## src/rtl/sres_pkg.sv

```systemverilog
package sres_pkg;
  typedef struct packed {
    logic loadNew;   // load shift register from incoming result word
    logic loadHold;  // load shift register from held word
    logic shift;     // advance one bit toward sdo
    logic capture;   // sample chain input
  } dpStrobe_t;
endpackage

```

## src/rtl/sres_edge_sync.sv

```systemverilog
module sres_edge_sync #(
  parameter int STAGES = 2
) (
  input  logic clk,
  input  logic rstN,
  input  logic asyncIn,
  output logic riseOut,
  output logic fallOut
);
  logic [STAGES:0] pipe;

  always_ff @(posedge clk or negedge rstN) begin
    if (!rstN) pipe <= '0;
    else       pipe <= {pipe[STAGES-1:0], asyncIn};
  end

  assign riseOut = pipe[STAGES-1] & ~pipe[STAGES];
  assign fallOut = ~pipe[STAGES-1] & pipe[STAGES];
endmodule

```

## src/rtl/sres_datapath.sv

```systemverilog
module sres_datapath
  import sres_pkg::*;
#(
  parameter int WIDTH = 16
) (
  input  logic             clk,
  input  logic             rstN,
  input  dpStrobe_t        strb,
  input  logic [WIDTH-1:0] wordIn,
  input  logic             convDone,
  input  logic             chainIn,
  input  logic             outEnable,
  output logic             sdo
);
  logic [WIDTH-1:0] holdWord;
  logic [WIDTH-1:0] shiftReg;
  logic             chainBit;

  always_ff @(posedge clk or negedge rstN) begin
    if (!rstN) begin
      holdWord <= '0;
      shiftReg <= '0;
      chainBit <= 1'b0;
    end else begin
      if (convDone) holdWord <= wordIn;
      if (strb.capture) chainBit <= chainIn;
      if (strb.loadNew)       shiftReg <= wordIn;
      else if (strb.loadHold) shiftReg <= holdWord;
      else if (strb.shift)    shiftReg <= {shiftReg[WIDTH-2:0], chainBit};
    end
  end

  assign sdo = outEnable ? shiftReg[WIDTH-1] : 1'b0;

  // a load places the incoming word, MSB at the output end
  p_load_word_r1: assert property (@(posedge clk) disable iff (!rstN)
    strb.loadNew |=> shiftReg == $past(wordIn))
    else $error("R1 load mismatch");

  // a shift moves every bit one place toward the output
  p_shift_msb_r1: assert property (@(posedge clk) disable iff (!rstN)
    (strb.shift && !strb.loadNew && !strb.loadHold)
      |=> shiftReg[WIDTH-1:1] == $past(shiftReg[WIDTH-2:0]))
    else $error("R1 shift mismatch");
endmodule

```

## src/rtl/sres_ctrl.sv

```systemverilog
module sres_ctrl
  import sres_pkg::*;
#(
  parameter int WIDTH    = 16,
  parameter int DIV_HALF = 2
) (
  input  logic      clk,
  input  logic      rstN,
  input  logic      masterMode,
  input  logic      sclkInvert,
  input  logic      syncInvert,
  input  logic      readDuring,
  input  logic      convDone,
  input  logic      convStart,
  input  logic      csN,
  input  logic      sclkRise,
  input  logic      sclkFall,
  output dpStrobe_t strb,
  output logic      sclkOut,
  output logic      syncOut,
  output logic      readError
);
  localparam int CNT_W  = $clog2(WIDTH + 1);
  localparam int HALF_W = $clog2(2 * WIDTH);
  localparam int DIV_W  = (DIV_HALF > 1) ? $clog2(DIV_HALF) : 1;
  localparam logic [CNT_W-1:0]  FULL_CNT = CNT_W'(WIDTH);
  localparam logic [HALF_W-1:0] LAST_HALF = HALF_W'(2 * WIDTH - 1);
  localparam logic [DIV_W-1:0]  LAST_DIV = DIV_W'(DIV_HALF - 1);

  // ---------------- slave side ----------------
  logic [CNT_W-1:0] sampleCnt;
  logic             armed;
  logic             csPrev;
  logic             updEdge, smpEdge, slaveLoad, midRead, csRise, slaveShift;

  assign updEdge    = !masterMode && !csN && (sclkInvert ? sclkFall : sclkRise);
  assign smpEdge    = !masterMode && !csN && (sclkInvert ? sclkRise : sclkFall);
  assign slaveLoad  = !masterMode && convDone;
  assign midRead    = (sampleCnt != '0) && (sampleCnt < FULL_CNT);
  assign csRise     = csN && !csPrev;
  assign slaveShift = updEdge && armed && !slaveLoad;

  always_ff @(posedge clk or negedge rstN) begin
    if (!rstN) begin
      sampleCnt <= '0;
      armed     <= 1'b0;
      csPrev    <= 1'b1;
      readError <= 1'b0;
    end else begin
      csPrev    <= csN;
      readError <= slaveLoad && midRead;
      if (slaveLoad || csN) begin
        sampleCnt <= '0;
        armed     <= 1'b0;
      end else if (smpEdge) begin
        armed <= 1'b1;
        if (sampleCnt < FULL_CNT) sampleCnt <= sampleCnt + 1'b1;
      end else if (updEdge && armed) begin
        armed <= 1'b0;
      end
    end
  end

  // ---------------- master side ----------------
  logic              frameActive;
  logic              sclkReg;
  logic [DIV_W-1:0]  divCnt;
  logic [HALF_W-1:0] halfCnt;
  logic [CNT_W-1:0]  riseCnt;
  logic              trigger, tick;

  assign trigger = masterMode && !frameActive && (readDuring ? convStart : convDone);
  assign tick    = frameActive && (divCnt == LAST_DIV);

  always_ff @(posedge clk or negedge rstN) begin
    if (!rstN) begin
      frameActive <= 1'b0;
      sclkReg     <= 1'b0;
      divCnt      <= '0;
      halfCnt     <= '0;
      riseCnt     <= '0;
    end else if (trigger) begin
      frameActive <= 1'b1;
      sclkReg     <= 1'b0;
      divCnt      <= '0;
      halfCnt     <= '0;
      riseCnt     <= '0;
    end else if (frameActive) begin
      if (tick) begin
        divCnt  <= '0;
        sclkReg <= ~sclkReg;
        halfCnt <= halfCnt + 1'b1;
        if (!sclkReg) riseCnt <= riseCnt + 1'b1;
        if (halfCnt == LAST_HALF) frameActive <= 1'b0;
      end else begin
        divCnt <= divCnt + 1'b1;
      end
    end
  end

  // ---------------- strobes to datapath ----------------
  always_comb begin
    strb.loadNew  = slaveLoad || (trigger && !readDuring);
    strb.loadHold = (!masterMode && csRise) || (trigger && readDuring);
    strb.shift    = slaveShift || (tick && sclkReg);
    strb.capture  = smpEdge || (tick && !sclkReg);
  end

  assign sclkOut = sclkReg;
  assign syncOut = frameActive ^ syncInvert;

  // the error flag is a single-cycle pulse
  p_err_pulse_r7: assert property (@(posedge clk) disable iff (!rstN)
    readError |=> !readError)
    else $error("R7 error longer than one cycle");

  // the error only follows a result arriving in slave mode
  p_err_cause_r7: assert property (@(posedge clk) disable iff (!rstN)
    readError |-> ($past(convDone) && !$past(masterMode)))
    else $error("R7 error without cause");

  // deselect clears the bit position
  p_cs_clear_r9: assert property (@(posedge clk) disable iff (!rstN)
    csN |=> sampleCnt == '0)
    else $error("R9 count not cleared");

  // never more than WIDTH rising edges in one frame
  p_rise_limit_r4: assert property (@(posedge clk) disable iff (!rstN)
    riseCnt <= FULL_CNT)
    else $error("R4 too many clock edges");

  // generated clock idles low outside a frame
  p_idle_clock_r4: assert property (@(posedge clk) disable iff (!rstN)
    !frameActive |-> !sclkReg)
    else $error("R4 clock not idle");

  // a frame closes only after the full edge count
  p_frame_end_r5: assert property (@(posedge clk) disable iff (!rstN)
    $fell(frameActive) |-> riseCnt == FULL_CNT)
    else $error("R5 frame ended early");
endmodule

```

## src/rtl/sres_port.sv

```systemverilog
module sres_port
  import sres_pkg::*;
#(
  parameter int WIDTH       = 16,
  parameter int DIV_HALF    = 2,
  parameter int SYNC_STAGES = 2
) (
  input  logic             clk,
  input  logic             rstN,
  input  logic [WIDTH-1:0] resultWord,
  input  logic             convDone,
  input  logic             convStart,
  input  logic             masterMode,
  input  logic             sclkInvert,
  input  logic             syncInvert,
  input  logic             readDuring,
  input  logic             chainIn,
  input  logic             csN,
  input  logic             rdN,
  input  logic             extSclk,
  output logic             sdo,
  output logic             sclkOut,
  output logic             syncOut,
  output logic             readError
);
  dpStrobe_t strb;
  logic      sclkRise, sclkFall;
  logic      outEnable;

  assign outEnable = !csN && !rdN;

  sres_edge_sync #(.STAGES(SYNC_STAGES)) u_sync (
    .clk     (clk),
    .rstN    (rstN),
    .asyncIn (extSclk),
    .riseOut (sclkRise),
    .fallOut (sclkFall)
  );

  sres_ctrl #(.WIDTH(WIDTH), .DIV_HALF(DIV_HALF)) u_ctrl (
    .clk        (clk),
    .rstN       (rstN),
    .masterMode (masterMode),
    .sclkInvert (sclkInvert),
    .syncInvert (syncInvert),
    .readDuring (readDuring),
    .convDone   (convDone),
    .convStart  (convStart),
    .csN        (csN),
    .sclkRise   (sclkRise),
    .sclkFall   (sclkFall),
    .strb       (strb),
    .sclkOut    (sclkOut),
    .syncOut    (syncOut),
    .readError  (readError)
  );

  sres_datapath #(.WIDTH(WIDTH)) u_dp (
    .clk       (clk),
    .rstN      (rstN),
    .strb      (strb),
    .wordIn    (resultWord),
    .convDone  (convDone),
    .chainIn   (chainIn),
    .outEnable (outEnable),
    .sdo       (sdo)
  );

  // output stays quiet while not enabled
  p_quiet_r8: assert property (@(posedge clk) disable iff (!rstN)
    csN |-> !sdo)
    else $error("R8 output active while deselected");
endmodule

```

## config.mk

```make
export PLATFORM = sky130hd
export DESIGN_NAME = sres_port
export DESIGN_NICKNAME = d
export VERILOG_FILES = /design/src/rtl/sres_pkg.sv /design/src/rtl/sres_edge_sync.sv /design/src/rtl/sres_datapath.sv /design/src/rtl/sres_ctrl.sv /design/src/rtl/sres_port.sv
export SDC_FILE = /design/constraint.sdc
export NUM_CORES = 1
export LEC_CHECK = 0
export BUFFER_PORTS_ARGS = -buffer_cell sky130_fd_sc_hd__buf_2
export CAP_MARGIN = 20
export CORE_MARGIN = 1
export CORE_UTILIZATION = 50
export DETAILED_ROUTE_END_ITERATION = 6
export MAX_ROUTING_LAYER = met4
export PLACE_DENSITY_LB_ADDON = 0.3
export SLEW_MARGIN = 20
export SYNTH_ARGS = -nofsm -noshare
export SYNTH_HDL_FRONTEND = slang
export SYNTH_SLANG_ARGS = --single-unit
```

## constraint.sdc

```tcl
create_clock -name clk -period 1.84 [get_ports clk]
set_clock_uncertainty 0.15 [all_clocks]
set_input_delay 0.184 -clock clk [delete_from_list [all_inputs] [get_ports clk]]
set_output_delay 0.184 -clock clk [all_outputs]
set_load 0.02 [all_outputs]
```

==> results_dict.tcl <==
set metrics [dict create \
    cp_max_fo 16 \
    clock_sinks 52 \
    dieArea_um2 5600 \
    fin_crit_ns 1.97 \
    fin_area_um2 3270 \
    nFillCells 435 \
    synth_area_leaders "dfrtp_1, mux2_2, mux2_4" \
    htreeDepth 2 \
    post_cts_buffers 0 \
    nNetsFinal 330 \
    firstDrtPassIters 4 \
    hpwl_mm 3.67 \
    timing.hold.ws_ns 0.101 \
    max_freq_ghz 0.508 \
    end_kind "register" \
    drive_above_1_share_pct 31.8 \
    rr_endpoint "u_dp.shiftReg[3]" \
    ioPinCount 32 \
    setup_viol 17 \
    status "finished, violations left" \
    min_to "u_ctrl.readError" \
    vias 2005 \
    ys_seq_area_share_pct 49.1 \
    cts_root_buf "clkbuf_8" \
    gp_congestion 0.750 \
    violations "setup timing" \
    syn_inst 239 \
    overflow 0 \
    syn_area_per_cell_um2 11.1 \
    tightest_slew_ns 0.520 \
    maxSlewViolCount 0 \
    layout_worst_path_cycle_share_pct 107 \
    antenna_cells 0 \
    die_h_um 74.8 \
    rr_startpoint "u_sync.pipe[1]" \
    synthFlopType "dfrtp_1" \
    arrival_ns 2.02 \
    slew_headroom_pct 65.3 \
    worstRegToRegCells 5 \
    io_buffers 31 \
    vias_per_cell 5.43 \
    yosys.area.top_type "dfrtp_1" \
    hold_path.class "in2reg" \
    layout_setup_ws_ns -0.127 \
    dpl_cell_area_um2 2960 \
    ys_warn_count 0 \
    synth_common_cells "dfrtp_1, mux2_2, o21ai_0, nand3_1" \
    async_reset_ff_share_pct 100 \
    die_w_um 74.8 \
    synth.distinct_cells 43 \
    min_from "convDone" \
    drv_cap 0 \
    drc 0 \
    grt_max_degree 53 \
    cts_made_buffers 5 \
    rsz0062_at_grt "yes" \
    clk_latency_ns 0.31 \
    dpl_worst_slack_ns -0.125 \
    synth_nets 271 \
    synth.most_common_cell "dfrtp_1" \
    grt_antenna_before_repair 0 \
    synth.cell_area_um2 2650 \
    wire_per_inst_um 14.8 \
    startpoint_type "register" \
    clock_path_buffers 2 \
    irDropWorstVdd_uv 605 \
    design.core.area_um2 5110 \
    syn_to_final_growth_pct 23.4 \
    final_antenna_net_count 0 \
    num_rows 26 \
    synth_top_area_share_pct 48.1 \
    synth_edf_count 0 \
    worst_ep_required_time_ns 1.89 \
    crit_type "reg2reg" \
    hold_depth 3 \
    leakagePower_nw 1.42 \
    ys_ff_latch 52 \
    start_util_pct 51.9 \
    cts_tree "yes" \
    grt_pass1_vias 1983 \
    power.density_nw_per_um2 1140 \
    drtIter0Drc 114 \
    path_clk_slew_ns 0.09 \
    grt_pass1_wl_mm 9.16 \
    grt_usage_pct 22.6 \
    drt-total-wl_mm 5.48 \
    hold_viol_final 0 \
    r2r_slack_ns -0.13 \
]
worst max-delay path: stages, from the launching register on:
cell	delay, ns
dfrtp_1	0.40
or3b_1	0.36
a21o_1	0.20
o2111ai_4	0.21
buf_12	0.20
mux2_2	0.35
cell type report:
class | count | area [um2] | share of cell area (%)
clock buffers | 5 | 68.8 | 2.10
repair buffers | 67 | 500 | 15.3
flip-flops and latches | 52 | 1300 | 39.8
clock inverters | 3 | 42.5 | 1.30
well taps | 70 | 87.6 | 2.67
multi-input cells | 168 | 1260 | 38.4
inverters | 4 | 15.0 | 0.459
where the power goes:
| part | internal (mW) | switching, mW |
|---|---|---|
| combinational | 0.735 | 0.547 |
| sequential | 1.46 | 0.204 |
| clock | 0.403 | 0.376 |
flip-flops by register name (all words and copies together) (netlist names):
register and flops:
u_dp.holdWord 16, u_dp.shiftReg 16, u_ctrl.halfCnt 5, u_ctrl.sampleCnt 5
u_sync.pipe 3, u_ctrl.armed 1, u_ctrl.csPrev 1, u_ctrl.divCnt 1
u_ctrl.frameActive 1, u_ctrl.readError 1, u_ctrl.sclkOut 1, u_dp.chainBit 1
through the flow:
stage / setup TNS, ns / total power, mW / util (%) / std cells
after floorplan: -0.951 / 2.62 / - / 239
after global placement: -1.04 / 2.89 / 57.9 / 341
after detailed placement: -1.50 / 2.93 / 57.9 / 341
after CTS: -1.59 / 3.77 / 64.0 / 369
after global routing: -2.95 / 3.96 / 64.1 / 369
final: -1.58 / 3.72 / 64.1 / 369
cells in the final DEF (no fill, tap or decap), types with 3 or more instances in the layout:
master	instances
a21o_1	3
a21oi_1	6
a31oi_1	16
buf_2	31
buf_4	14
clkbuf_8	5
dfrtp_1	51
dlygate4sd3_1	20
ha_1	4
inv_1	4
mux2_2	23
mux2_4	10
nand2_1	10
nand2b_1	4
nand3_1	17
nor2_1	9
nor3_1	16
o21ai_0	18
xnor2_1	4
xor2_1	3
worst max path at each step:
stage                   start           endpoint  slack [ns]  depth (start not counted)
6_report       u_sync.pipe[1]   u_dp.shiftReg[3]       -0.13                          5
5_1_grt        u_sync.pipe[1]   u_dp.shiftReg[3]       -0.21                          5
4_1_cts        u_sync.pipe[1]   u_dp.shiftReg[3]       -0.13                          5
3_5_place_dp   u_sync.pipe[1]   u_dp.shiftReg[0]       -0.13                          5
3_3_place_gp   u_sync.pipe[1]   u_dp.shiftReg[4]       -0.09                          5
2_1_floorplan  u_sync.pipe[2]  u_dp.shiftReg[10]        -0.1                          5
per-layer routing:
metal / global-route usage (%) / wire length (um) / vias up
met1: 29.7 / 2450 / 971
met5: - / 0 / -
met3: 4.15 / 263 / 6
li1: - / - / 982
met4: 5.03 / 55 / 0
met2: 36.7 / 2710 / 46
cell families after synthesis:
logic type / synth area share, %
buffers and inverters: 3.73
adders and majority gates: 1.89
muxes: 16.2
xor gates and xnor gates: 2.31
AOI/OAI and AO/OA: 12.0
and+or+nand+nor: 14.8
DFF: 49.1
repair_timing:
item	in CTS	in global routing
gates resized for setup	0	2
cloned	0	0
endpoints found under the setup margin	17	19
hold buffers	20	0
hold endpoints to repair	71	0
Power figures use the tool's default switching activity.
